--- src/rtl/diff_eval_pkg.sv ---
`timescale 1ns/1ps
package diff_eval_pkg;

    // Sequencer phases: idle, first-difference update, function update
    typedef enum logic [1:0] {
        ST_IDLE = 2'd0,
        ST_DIFF = 2'd1,
        ST_FUNC = 2'd2
    } phase_e;

    // A step may start only when idle and no result is stuck waiting
    function automatic logic step_allowed(input logic req,
                                          input logic busy,
                                          input logic pend,
                                          input logic rdy);
        return req && !busy && (!pend || rdy);
    endfunction

endpackage

--- src/rtl/diff_eval_adder.sv ---
`timescale 1ns/1ps
module diff_eval_adder #(
    parameter int W = 32
) (
    input  logic [W-1:0] a_i,
    input  logic [W-1:0] b_i,
    output logic [W-1:0] sum_o,
    output logic         carry_o
);
    localparam int SW = W + 1;

    logic [SW-1:0] full;

    always_comb begin
        full    = {1'b0, a_i} + {1'b0, b_i};
        sum_o   = full[W-1:0];
        carry_o = full[SW-1];
    end
endmodule

--- src/rtl/diff_eval_ctrl.sv ---
`timescale 1ns/1ps
module diff_eval_ctrl
    import diff_eval_pkg::*;
(
    input  logic   clk,
    input  logic   rst,
    input  logic   load_i,
    input  logic   step_i,
    input  logic   out_ready_i,
    output phase_e phase_o,
    output logic   busy_o,
    output logic   valid_o
);
    phase_e phase_q;
    logic   valid_q;
    logic   go;

    always_comb begin
        busy_o  = (phase_q != ST_IDLE);
        go      = step_allowed(step_i, busy_o, valid_q, out_ready_i);
        phase_o = phase_q;
        valid_o = valid_q;
    end

    always_ff @(posedge clk) begin
        if (rst) begin
            phase_q <= ST_IDLE;
            valid_q <= 1'b0;
        end else if (load_i) begin
            phase_q <= ST_IDLE;
            valid_q <= 1'b0;
        end else begin
            case (phase_q)
                ST_IDLE: begin
                    if (valid_q && out_ready_i) valid_q <= 1'b0;
                    if (go) phase_q <= ST_DIFF;
                end
                ST_DIFF: phase_q <= ST_FUNC;
                ST_FUNC: begin
                    phase_q <= ST_IDLE;
                    valid_q <= 1'b1;
                end
                default: phase_q <= ST_IDLE;
            endcase
        end
    end
endmodule

--- src/rtl/diff_eval_regs.sv ---
`timescale 1ns/1ps
module diff_eval_regs #(
    parameter int W  = 32,
    parameter int IW = 16
) (
    input  logic          clk,
    input  logic          rst,
    input  logic          load_i,
    input  logic [W-1:0]  f_init_i,
    input  logic [W-1:0]  d1_init_i,
    input  logic [W-1:0]  d2_init_i,
    input  logic          wr_d1_i,
    input  logic          wr_f_i,
    input  logic [W-1:0]  sum_i,
    input  logic          carry_i,
    output logic [W-1:0]  f_o,
    output logic [W-1:0]  d1_o,
    output logic [W-1:0]  d2_o,
    output logic [IW-1:0] idx_o,
    output logic          ovf_o
);
    always_ff @(posedge clk) begin
        if (rst) begin
            f_o   <= '0;
            d1_o  <= '0;
            d2_o  <= '0;
            idx_o <= '0;
            ovf_o <= 1'b0;
        end else if (load_i) begin
            f_o   <= f_init_i;
            d1_o  <= d1_init_i;
            d2_o  <= d2_init_i;
            idx_o <= '0;
            ovf_o <= 1'b0;
        end else begin
            if (wr_d1_i) d1_o <= sum_i;
            if (wr_f_i) begin
                f_o   <= sum_i;
                idx_o <= idx_o + IW'(1);
            end
            if ((wr_d1_i || wr_f_i) && carry_i) ovf_o <= 1'b1;
        end
    end
endmodule

--- src/rtl/diff_eval_top.sv ---
`timescale 1ns/1ps
module diff_eval_top
    import diff_eval_pkg::*;
#(
    parameter int W  = 32,
    parameter int IW = 16
) (
    input  logic          clk,
    input  logic          rst,
    input  logic          load_i,
    input  logic [W-1:0]  f_init_i,
    input  logic [W-1:0]  d1_init_i,
    input  logic [W-1:0]  d2_init_i,
    input  logic          step_i,
    input  logic          out_ready_i,
    output logic          out_valid_o,
    output logic [W-1:0]  out_value_o,
    output logic [W-1:0]  out_diff_o,
    output logic [IW-1:0] out_index_o,
    output logic          busy_o,
    output logic          overflow_o
);
    phase_e        phase;
    logic          wr_d1, wr_f;
    logic [W-1:0]  f_q, d1_q, d2_q;
    logic [W-1:0]  op_a, op_b, sum;
    logic          carry;

    diff_eval_ctrl u_ctrl (
        .clk         (clk),
        .rst         (rst),
        .load_i      (load_i),
        .step_i      (step_i),
        .out_ready_i (out_ready_i),
        .phase_o     (phase),
        .busy_o      (busy_o),
        .valid_o     (out_valid_o)
    );

    // Shared adder: operand pair chosen by the current phase
    always_comb begin
        wr_d1 = (phase == ST_DIFF);
        wr_f  = (phase == ST_FUNC);
        if (wr_f) begin
            op_a = f_q;
            op_b = d1_q;
        end else begin
            op_a = d1_q;
            op_b = d2_q;
        end
    end

    diff_eval_adder #(.W(W)) u_add (
        .a_i     (op_a),
        .b_i     (op_b),
        .sum_o   (sum),
        .carry_o (carry)
    );

    diff_eval_regs #(.W(W), .IW(IW)) u_regs (
        .clk       (clk),
        .rst       (rst),
        .load_i    (load_i),
        .f_init_i  (f_init_i),
        .d1_init_i (d1_init_i),
        .d2_init_i (d2_init_i),
        .wr_d1_i   (wr_d1),
        .wr_f_i    (wr_f),
        .sum_i     (sum),
        .carry_i   (carry),
        .f_o       (f_q),
        .d1_o      (d1_q),
        .d2_o      (d2_q),
        .idx_o     (out_index_o),
        .ovf_o     (overflow_o)
    );

    assign out_value_o = f_q;
    assign out_diff_o  = d1_q;
endmodule

--- config.mk ---
export PLATFORM = sky130hd
export DESIGN_NAME = diff_eval_top
export DESIGN_NICKNAME = d
export VERILOG_FILES = /design/src/rtl/diff_eval_pkg.sv /design/src/rtl/diff_eval_adder.sv /design/src/rtl/diff_eval_ctrl.sv /design/src/rtl/diff_eval_regs.sv /design/src/rtl/diff_eval_top.sv
export SDC_FILE = /design/constraint.sdc
export NUM_CORES = 1
export LEC_CHECK = 0
export ABC_AREA = 0
export BUFFER_PORTS_ARGS = -buffer_cell sky130_fd_sc_hd__buf_2
export CAP_MARGIN = 10
export CORE_MARGIN = 1.5
export CORE_UTILIZATION = 54
export DETAILED_ROUTE_END_ITERATION = 10
export GPL_ROUTABILITY_DRIVEN = 0
export PLACE_DENSITY_LB_ADDON = 0.05
export SYNTH_ARGS = -nofsm -noshare
export SYNTH_HDL_FRONTEND = slang
export SYNTH_SLANG_ARGS = --single-unit
--- constraint.sdc ---
create_clock -name clk -period 5.1 [get_ports clk]
set_input_delay 0.765 -clock clk [delete_from_list [all_inputs] [get_ports clk]]
set_output_delay 0.765 -clock clk [all_outputs]
set_load 0.05 [all_outputs]
After elaboration in Yosys (flattened, before gate mapping):

Cells that the tools add are included.

* add/subtract/negate cells: 2
* multipliers: 0
* div/mod/pow operators: 0
* $lt $le $gt $ge: 0
* equal/unequal tests: 4
* shifts and indexed selects: 0
* multiplexer cells: 10
* bitwise logic cells: 0
* reduce and logical (&&, ||, !) cells: 15

Operator list (number)
* 2-to-1 mux 32 bit: 6
* adder 32 x 32 -> 33 bit: 1
* adder 16 x 1 -> 16 bit (second input constant): 1
* nonzero test 2 bit: 4
* logical AND 1 bit: 4
* != test 2 x 1 -> 1 bit (second input constant): 2
* case mux 2 bit (2 select lines): 1
* equality test 2 x 1 -> 1 bit (second input constant): 1
* equality test 2 bit (second input constant): 1
* logical NOT 1 bit: 2
* logical NOT 2 bit: 1
* logical OR 1 bit: 2
* 2-to-1 mux 2 bit: 1
* case mux 1 bit (2 select lines): 1
* AND reduction 2 bit: 1
* OR reduction 2 bit: 1
* 2-to-1 mux 1 bit: 1

* flip-flop bits (word level): 116
* bits in latches: 0
* RAM bits: 0
* memory bits (read-only): 0
* input bits: 101
* output and inout port bits: 83
* word-level logic and storage cells: 38
* memories: 0

Depth between registers and ports, before layout:

Gate-level depths: netlist (run 1).

* depth after elaboration: 6
* gate-level depth with buffers: 16
* gate-level depth less buffers: 13

Hierarchy:

From an unflattened synthesis (run 1), not the netlist that was laid out.

* cell total of the unflattened synthesis: 855
* area, all modules: 7552.2 um^2

Modules (own cells, without submodules)
* diff_eval_regs: instances 1, cells an instance 539, area each 4717.0 um^2, sequential area each 2262.2 um^2
* diff_eval_adder: instances 1, cells an instance 231, area each 1660.3 um^2, sequential area each 0.0 um^2
* diff_eval_top: instances 1, cells an instance 73, area each 1053.5 um^2, sequential area each 0.0 um^2
* diff_eval_ctrl: instances 1, cells an instance 12, area each 121.4 um^2, sequential area each 60.1 um^2

Least setup slack after synthesis (run 1):

No wires, ideal clock.

* kind: reg2reg
* from: register u_ctrl.phase_q[0] (netlist: u_ctrl.phase_o[0])
* to: register u_regs.f_o[28]
* library setup time: 114 ps
* data arrival time: 3875 ps
* required time: 4986 ps
* slack: 1111 ps
* stages on the path, launching flop included: 16
* path buffers: 2
* period minus slack after synthesis: 3989 ps
* cells stage by stage: dfxtp_1 inv_1 ha_1 clkbuf_1 buf_1 mux2_2 ha_1 fa_1 a21o_1 a221oi_4 nor3_2 a211oi_2 o21ai_1 a211oi_1 xor2_1 a2111oi_0

* cells in the longest elaborated chain, start to end: 5
* elaborated cells on any way between the ends: 7
* those cells by class: add/sub: 1; eq/ne: 1; mux: 4; reduce/logical: 1

RTL lines
* from (decl): line diff_eval_ctrl.sv:14 `phase_e phase_q;`
* from (signal assigned): line diff_eval_ctrl.sv:27 `phase_q <= ST_IDLE;`
* from (signal assigned): line diff_eval_ctrl.sv:30 `phase_q <= ST_IDLE;`
* from (signal assigned): line diff_eval_ctrl.sv:36 `if (go) phase_q <= ST_DIFF;`
* equality test 2 bit (*): line diff_eval_top.sv:43 `wr_f = (phase == ST_FUNC);`
* via u_regs.wr_f_i: line diff_eval_regs.sv:13 `input logic wr_f_i,`
* 2-to-1 mux 32 bit: line diff_eval_top.sv:44 `if (wr_f) begin`
* adder 32 x 32 -> 33 bit: line diff_eval_adder.sv:15 `full = {1'b0, a_i} + {1'b0, b_i};`
* 2-to-1 mux 32 bit: line diff_eval_regs.sv:37 `if (wr_f_i) begin`
* 2-to-1 mux 32 bit: line diff_eval_regs.sv:29 `end else if (load_i) begin`
* to (signal assigned): line diff_eval_regs.sv:30 `f_o <= f_init_i;`
* to (signal assigned): line diff_eval_regs.sv:38 `f_o <= sum_i;`
* to (decl): line diff_eval_regs.sv:16 `output logic [W-1:0] f_o,`

Mark *: on every way through the listed nets, which the timed path passes. The rest lies on a longest branch. The select of a mux whose other input is x is not followed.
A chain may end at the register's enable or synchronous reset.

Final worst setup path (run 1):

Ends and elaborated chain as after synthesis.

==> flow_summary.toml, run 1 <==
[placed_design]
dp.cells = 1181
numPortBuffers = 183
place_ws_ns = 0.8349
post-dp-hpwl_um = 14290

[synthesis]
synth_area_um2 = 7293
synth_nets = 1011
yosysTopAreaCellShare_pct = 31.84
ys_seq_area_share_pct = 31.84
synthDistinctLibCells = 59
synth_flop_cell = "dfxtp_1"
ys_warn_count = 0
yosys_register_bits = 116
ys_async_sr_fraction_pct = 0
synthCells = 872
synth_largest_area_cell = "dfxtp_1"
synth.area.top_cells = "dfxtp_1 (32%), mux2_2 (9.9%), ha_1 (6.3%), mux2i_1 (5.8%), nor2_1 (5.7%)"
synth_edf_count = 0
syn_area_per_cell_um2 = 8.364

[clock_tree]
clk_pin_slew_ns = 0.05
htreeDepth = 4
postCtsSetupBuffers = 0
cts_sinks = 116
cts_hold_buf = 0
clk_latency_ns = 0.41
cts_made_buffers = 17
cts_tree = "done"
root_buffer = "clkbuf_16"
cts_buffer_depth = 2
cts_resized = 0

[timing]
relSlewSlack_pct = 29.09
setup_viol = 0
rsz0062_at_grt = "no"
worst_slew_pin_slew_ns = 1.060
finalHoldViolCount = 0
skew_ns = 0.005981
finalMaxSlewViolations = 0
setup_tns_ns = 0
fin_crit_sh_pct = 84.05
fin_ws_ns = 0.8135
min_period_ns = 4.287
fmax_ghz = 0.2333

[setup_path]
cp.arrival_ns = 4.58
rr_endpoint = "u_regs.f_o[28]"
timing.rr.start = "u_ctrl.phase_o[0]"
crit_path_start = "u_ctrl.phase_o[0]"
setup.worst_path.start_class = "register"
required_ns = 5.39
crit_type = "reg2reg"
crit_fanout = 49
crit_path_end = "u_regs.f_o[28]"
reg2reg_depth = 13
r2r_setup_slack_ns = 0.81
endpoint_kind = "register"

[global_route]
grt_pass1_vias = 6611
globalRouteOverflowTotal = 0
grt_usage_pct = 27.97
grt_pass1_wl_um = 32110
antenna_found_initial = 0
grt_max_degree = 60

[route]
wire_per_inst_um = 16.47
via_per_inst = 5.782
dr.pass1.iters = 7
routedLengthMet1_um = 8997
wirelength_um = 19970
highest_layer = "met4"
num_vias = 7013
met3_length_um = 1137
drt-initial-drc-count = 389
wl_met2_um = 9477
antenna_left = 0
drc = 0

[pwr]
power_density_nw_per_um2 = 299.8
total_leakage_power_nw = 4.016
ir_worst_vdd_mv = 0.2606

[cells_and_area]
syn_to_final_growth_pct = 20.71
diodes = 0
drive_above_1_share_pct = 28.74
postLayoutCoreUtil_pct = 66.74
final_cells = 1213
nFillCells = 1208
fin_nets = 1163

[floorplanning]
die_w_um = 119.2
ios = 184
die_area_um2 = 14210
start_util_pct = 55.29
rows = 42
die_h_um = 119.2
core_um2 = 13190

[worst_hold_path]
hold_start = "u_regs.d2_o[5]"
hold_class = "reg2reg"

[flow_run]
drv_cap = 0

[outcome]
status = "complete, no violations"
-- power by group --
| group | switching, W | leakage [nW] | internal, W |
|---|---|---|---|
| Clock | 0.000410 | 0.259 | 0.000639 |
| Sequential | 0.0000403 | 0.956 | 0.000958 |
| Combinational | 0.000383 | 2.80 | 0.000209 |
-- layer usage --
layer	track usage [%]	up-vias
li1	-	3466
met3	6.370	27
met4	8.810	0
met5	0	-
met2	45.34	242
met1	36.97	3278
-- Yosys cell counts, types with 19 or more instances --
library cell / number
clkbuf_1: 45
mux2_2: 64
o22ai_1: 20
a21oi_1: 82
o21ai_0: 24
a22oi_1: 21
inv_1: 20
dfxtp_1: 116
xor2_1: 19
ha_1: 37
nand2_1: 69
nor2_1: 111
mux2i_1: 42
-- layout by cell type (no fill, tap or decap), types with 20 or more instances in the layout --
cell type,count
nor2_1,111
o22ai_1,20
ha_1,36
o21ai_0,24
inv_1,20
mux2_2,64
nand2_1,69
a21oi_1,82
buf_2,182
a22oi_1,21
mux2i_1,42
dfxtp_1,116
-- cell type report --
cell class / instances / area (µm²) / share of cell area (%)
flip-flops and latches: 116 / 2322 / 26.38
clock inverters: 10 / 58.81 / 0.6680
inverters: 20 / 75.07 / 0.8528
repair buffers: 190 / 970.9 / 11.03
clock buffers: 22 / 464.2 / 5.273
multi-input cells: 679 / 4692 / 53.30
well taps: 176 / 220.2 / 2.501
-- worst min-delay path by stage --
| stage | end | slack (ns) | depth (start not counted) |
|---|---|---|---|
| after floorplan | u_regs.d2_o[0] | 0.46 | 2 |
| after global placement | u_regs.d2_o[31] | 0.47 | 2 |
| after detailed placement | u_regs.d2_o[11] | 0.48 | 2 |
| after CTS | u_ctrl.valid_o | 0.49 | 2 |
| after global routing | u_regs.d2_o[31] | 0.52 | 2 |
| final | u_regs.d2_o[5] | 0.49 | 2 |
-- registers in the layout (all words and copies together), names as in the netlist --
name	count
u_regs.d1_o	32
u_ctrl.valid_o	1
u_regs.f_o	32
u_regs.ovf_o	1
u_regs.d2_o	32
u_ctrl.phase_o	2
u_regs.idx_o	16
-- critical path, stage by stage (launching register included) --
cell and delay [ns]:
dfxtp_1 0.31, inv_1 0.15, ha_4 0.56, mux2_2 0.41
ha_1 0.22, fa_1 0.41, a21o_1 0.24, a221oi_4 0.30
nor3_2 0.10, a211oi_2 0.35, o21ai_1 0.15, a211oi_1 0.42
xor2_1 0.14, a2111oi_0 0.38
-- cell families after synthesis --
family          share of synthesized area (%)
flops                                   31.84
xor+xnor                                4.443
simple gates                            16.45
mux                                     15.65
compound gates                          21.00
fa+ha+maj                               6.622
buf+inv                                 3.997
-- metrics by stage --
stage          total power [W]  hold slack [ns]  instance area [µm²]
4_1_cts               0.002650           0.4929                 8803
3_5_place_dp          0.001603           0.4820                 8280
2_1_floorplan         0.001445           0.4561                 7293
3_3_place_gp          0.001599           0.4715                 8280
6_report              0.002639           0.4907                 8803
5_1_grt               0.002748           0.5215                 8803
Power figures use the tool's default switching activity.
==> run 2: changes to the inputs <==
- CORE_UTILIZATION: 54 -> 49
- clock period: 5.1 -> 3.8 ns (I/O delays scaled with it)
==> run 2 against run 1 <==
  * Clock skew grew 0.0041 ns
  * Total power is 39% higher
  * Clock-buffer cell count shrank 1
  * Sequential power grew 34%
  * First-iteration DRC count decreased by 14%
  * Final area rose by 2.6%
  * Combinational power rose by 38%
  * Sequential share of layout area down 0.67 points
  * Register-to-register slack got worse by 0.64 ns
  * Non-clock buffer count increased by 16
  * Critical endpoint unchanged
==> flow_summary.toml, run 2 (synthesis gave the netlist of run 1 again) <==
[outcome]
status = "complete, no violations"

[global_route]
grt_max_degree = 68
grt_usage_pct = 26.53
antenna_found_initial = 0
grt_pass1_wl_um = 33850
globalRouteOverflowTotal = 0
grt_pass1_vias = 6759

[pwr]
ir_worst_vdd_mv = 0.3577
total_leakage_power_nw = 4.110
power_density_nw_per_um2 = 407.0

[cells_and_area]
top_regs = "u_regs.d1_o x32, u_regs.d2_o x32, u_regs.f_o x32"
syn_to_final_growth_pct = 23.85
diodes = 0
drive_above_1_share_pct = 30.70
fin_nets = 1179
layout_commonest_cell = "buf_2"
final_cell_mix = "buf_2 (181), dfxtp_1 (116), nor2_1 (111), a21oi_1 (81), nand2_1 (69)"
final_cells = 1236

[timing]
fin_crit_sh_pct = 95.32
relSlewSlack_pct = 42.04
rsz0062_at_grt = "no"
finalMaxSlewViolations = 0
worst_slew_pin_slew_ns = 0.8662
fmax_ghz = 0.2761
finalHoldViolCount = 0
skew_ns = 0.01010
setup_tns_ns = 0
min_period_ns = 3.622
setup_viol = 0

[route]
wire_per_inst_um = 16.81
antenna_left = 0
num_vias = 7018
via_per_inst = 5.678
drc = 0
dr.pass1.iters = 5
drt-initial-drc-count = 336
wirelength_um = 20780

[setup_path]
cp.arrival_ns = 3.92
setup.worst_path.start_class = "register"
required_ns = 4.10
crit_type = "reg2reg"
endpoint_kind = "register"
crit_fanout = 27

[clock_tree]
cts_hold_buf = 0
clk_pin_slew_ns = 0.05
clk_latency_ns = 0.42
cts_tree = "done"
cts_sinks = 116
htreeDepth = 4
cts_buffer_depth = 2
root_buffer = "clkbuf_16"
cts_made_buffers = 17

[placed_design]
numPortBuffers = 183
dp.cells = 1204
post-dp-hpwl_um = 15010

[floorplanning]
die_h_um = 125
start_util_pct = 50.18
rows = 44
die_w_um = 125
ios = 184
die_area_um2 = 15630
core_um2 = 14530

[flow_run]
drv_cap = 0

[worst_hold_path]
hold_class = "in2reg"
[run 2: cell count changes in the layout (fill, tap and decap cells not counted), sizes merged]
cell,delta
bufinv,+1
clkinv,-2
clkinvlp,+1
clkbuf,-1
buf,+16
[run 2: routing by layer]
| metal | GRT usage (%) | vias to the layer above | wire, µm | part of all wire (%) |
|---|---|---|---|---|
| li1 | - | 3510 | - | - |
| met1 | 35.27 | 3287 | 9553 | 46 |
| met2 | 43.81 | 199 | 9794 | 47 |
| met3 | 5.349 | 22 | 1106 | 5.3 |
| met4 | 7.553 | 0 | 329 | 1.6 |
| met5 | 0 | - | 0 | 0 |
[run 2: final cells by class]
class	instances	area (µm²)
repair buffers	206	1126
flip-flops and latches	116	2322
well taps	184	230.2
multi-input cells	679	4726
inverters	20	75.07
fillers	1350	5502
clock inverters	10	82.58
clock buffers	21	470.5
[run 2: critical path: stages (launching register included)]
cell and delay, ns:
dfxtp_1 0.31, inv_1 0.14, ha_4 0.22, buf_12 0.19, mux2_2 0.36, ha_1 0.37
a21o_1 0.23, a221oi_4 0.35, nor3_2 0.10, a211oi_2 0.26, o21ai_1 0.17, a211oi_2 0.27
xor2_1 0.13, a2111oi_1 0.38
[run 2: through the flow]
stage / hold WS, ns / setup slack (ns) / util (%) / cell area (µm²) / power, W
finish: 0.3883 / 0.1779 / 62.15 / 9032 / 0.003676
global route: 0.3859 / 0.003697 / 62.15 / 9032 / 0.003832
CTS: 0.3721 / 0.04060 / 61.81 / 8984 / 0.003690
detailed placement: 0.4840 / 0.07648 / 58.01 / 8431 / 0.002171
global placement: 0.4736 / 0.1320 / 58.01 / 8431 / 0.002170
floorplan: 0.4561 / 0.09519 / - / 7308 / 0.001940
[run 2: path summary, 6_finish.rpt]
kind,startpoint,to,slack (ns),depth (start not counted)
max,u_ctrl.phase_o[0],u_regs.f_o[28],0.18,13
min,d2_init_i[4],u_regs.d2_o[4],0.39,3
max reg2reg,u_ctrl.phase_o[0],u_regs.f_o[28],0.18,13
min reg2reg,u_regs.d2_o[0],u_regs.d2_o[0],0.49,2
[run 2: power by group]
| part | total [W] | internal, W | switching [W] |
|---|---|---|---|
| clock network | 0.00152 | 0.000938 | 0.000578 |
| logic | 0.000819 | 0.000297 | 0.000522 |
| registers | 0.00134 | 0.00129 | 0.0000548 |
[run 2: timing repair]
item                       in CTS  in global routing
buffers inserted                0                  1
gates resized for setup         0                 12
setup endpoints to repair       0                 10
==> run 3: changes to the inputs <==
- GPL_TIMING_DRIVEN: default -> 0
==> run 3 against run 2 <==
  * Global-route usage increased by 4.2 points
  * Worst hold slack lost 0.0012 ns
  * First-iteration DRC count is 81% higher
  * Sequential share of layout area fell by 1.2 points
  * Clock-buffer cell count rose by 2
  * Routed wire length increased by 17%
  * Die area unchanged
  * Combinational power is 6.6% higher
  * Total power is 7.9% higher
  * Final area grew 5.1%
  * Largest cell class unchanged
==> flow_summary.toml, run 3 (synthesis gave the netlist of run 1 again) <==
[outcome]
status = "complete, no violations"

[clock_tree]
clk_latency_ns = 0.42
cts_made_buffers = 17
cts_sinks = 116
root_buffer = "clkbuf_16"
cts_hold_buf = 0
htreeDepth = 4
cts_tree = "done"
clk_pin_slew_ns = 0.06
cts_buffer_depth = 2

[timing]
relSlewSlack_pct = 23.82
finalMaxSlewViolations = 0
fin_ws_ns = 0.08351
fmax_ghz = 0.2691
finalHoldViolCount = 0
setup_viol = 0
min_period_ns = 3.716
rsz0062_at_grt = "yes"
skew_ns = 0.005420
fin_crit_sh_pct = 97.80
worst_slew_pin_slew_ns = 1.138
whs_ns = 0.3870

[pwr]
power_density_nw_per_um2 = 417.9
ir_worst_vdd_mv = 0.3760
total_leakage_power_nw = 4.256

[floorplanning]
die_h_um = 125
start_util_pct = 50.18
die_area_um2 = 15630
ios = 184
die_w_um = 125
rows = 44
core_um2 = 14530

[route]
dr.pass1.iters = 5
drt-initial-drc-count = 607
via_per_inst = 5.871
num_vias = 7539
antenna_left = 0
wirelength_um = 24400
wire_per_inst_um = 19.00
drc = 0

[cells_and_area]
multiInputGateArea_um2 = 4850
fin_nets = 1226
final_cell_mix = "buf_2 (183), dfxtp_1 (115), nor2_1 (110), a21oi_1 (78), nand2_1 (69)"
top_regs = "u_regs.d1_o x32, u_regs.d2_o x32, u_regs.f_o x32"
seq_area_um2 = 2323
syn_to_final_growth_pct = 30.16
nFillCells = 1324
diodes = 0
layout_commonest_cell = "buf_2"
drive_above_1_share_pct = 31.00

[setup_path]
crit_type = "reg2reg"
reg2reg_depth = 16
required_ns = 4.12
crit_path_start = "u_ctrl.phase_o[0]"
endpoint_kind = "register"
timing.rr.start = "u_ctrl.phase_o[0]"
crit_fanout = 10
setup.worst_path.start_class = "register"
cp.arrival_ns = 4.03

[flow_run]
drv_cap = 0

[placed_design]
numPortBuffers = 181
post-dp-hpwl_um = 17800
place_ws_ns = -0.7063

[global_route]
grt_max_degree = 17
grt_pass1_wl_um = 37970
grt_usage_pct = 30.78
globalRouteOverflowTotal = 0
antenna_found_initial = 0
grt_pass1_vias = 7056

[worst_hold_path]
holdPathStages = 3
hold_start = "d2_init_i[22]"
hold_class = "in2reg"
==> run 3: cell count changes in the layout (fill, tap and decap cells not counted), moves of 3 or more <==
| cell | delta |
|---|---|
| o21ai_1 | -3 |
| ha_1 | -3 |
| clkbuf_16 | +4 |
| a21oi_1 | -3 |
| buf_4 | -7 |
| bufinv_16 | +4 |
| clkinv_2 | -4 |
| a21oi_2 | +3 |
| buf_1 | +7 |
| ha_4 | +3 |
| clkbuf_1 | +43 |
==> run 3: worst max-delay path: stages (launching register included) <==
cell,delay [ns]
dfxtp_2,0.32
inv_2,0.08
ha_4,0.15
clkbuf_16,0.16
buf_12,0.13
mux2_2,0.33
ha_2,0.20
fa_2,0.35
a21o_1,0.23
a221oi_4,0.33
nor3_4,0.09
a211oi_2,0.25
buf_4,0.16
o21ai_2,0.10
a211oi_2,0.28
xor2_1,0.15
a2111oi_2,0.30
==> run 3: worst paths after layout <==
check                    endpoint  slack [ns]
setup / recovery   u_regs.f_o[28]        0.08
hold reg to reg    u_ctrl.valid_o        0.49
setup reg to reg   u_regs.f_o[28]        0.08
hold / removal    u_regs.d2_o[22]        0.39
==> run 3: layout make-up <==
class / instances / share of cell area [%]
flip-flops and latches: 116 / 24.48
clock inverters: 9 / 1.858
multi-input cells: 679 / 51.09
plain buffers: 56 / 3.598
inverters: 20 / 0.7908
repair buffers: 197 / 10.94
well taps: 184 / 2.425
clock buffers: 23 / 4.824
==> run 3: through the flow <==
stage	instances	TNS, ns	area (µm²)	util [%]	power [W]
final	1284	0	9493	65.32	0.003967
after global routing	1284	-0.02426	9493	65.32	0.004132
after CTS	1280	0	9335	64.23	0.003946
after detailed placement	1237	-7.612	8444	58.10	0.002177
after global placement	1237	-7.479	8444	58.10	0.002174
after floorplan	872	0	7308	-	0.001940
==> run 3: layer usage <==
layer	part of all wire, %	wire length, µm	up-vias	global-route usage (%)
met4	3.1	758	0	11.16
met5	0	0	-	0
met1	44	10760	3514	41.85
li1	-	-	3606	-
met2	45	11000	368	48.38
met3	7.7	1883	51	6.461
==> run 3: where the power goes <==
group | switching (W) | total, W | internal, W | leakage [nW]
logic | 0.000564 | 0.000873 | 0.000309 | 3.00
clock network | 0.000574 | 0.00175 | 0.00118 | 0.305
registers | 0.0000551 | 0.00134 | 0.00129 | 0.956
==> run 3: what timing repair did <==
action | 4_1_cts | 5_1_grt
pin swaps | 11 | 7
gates resized for setup | 33 | 25
cloned | 0 | 0
buffers inserted | 12 | 4
setup endpoints to repair | 37 | 13
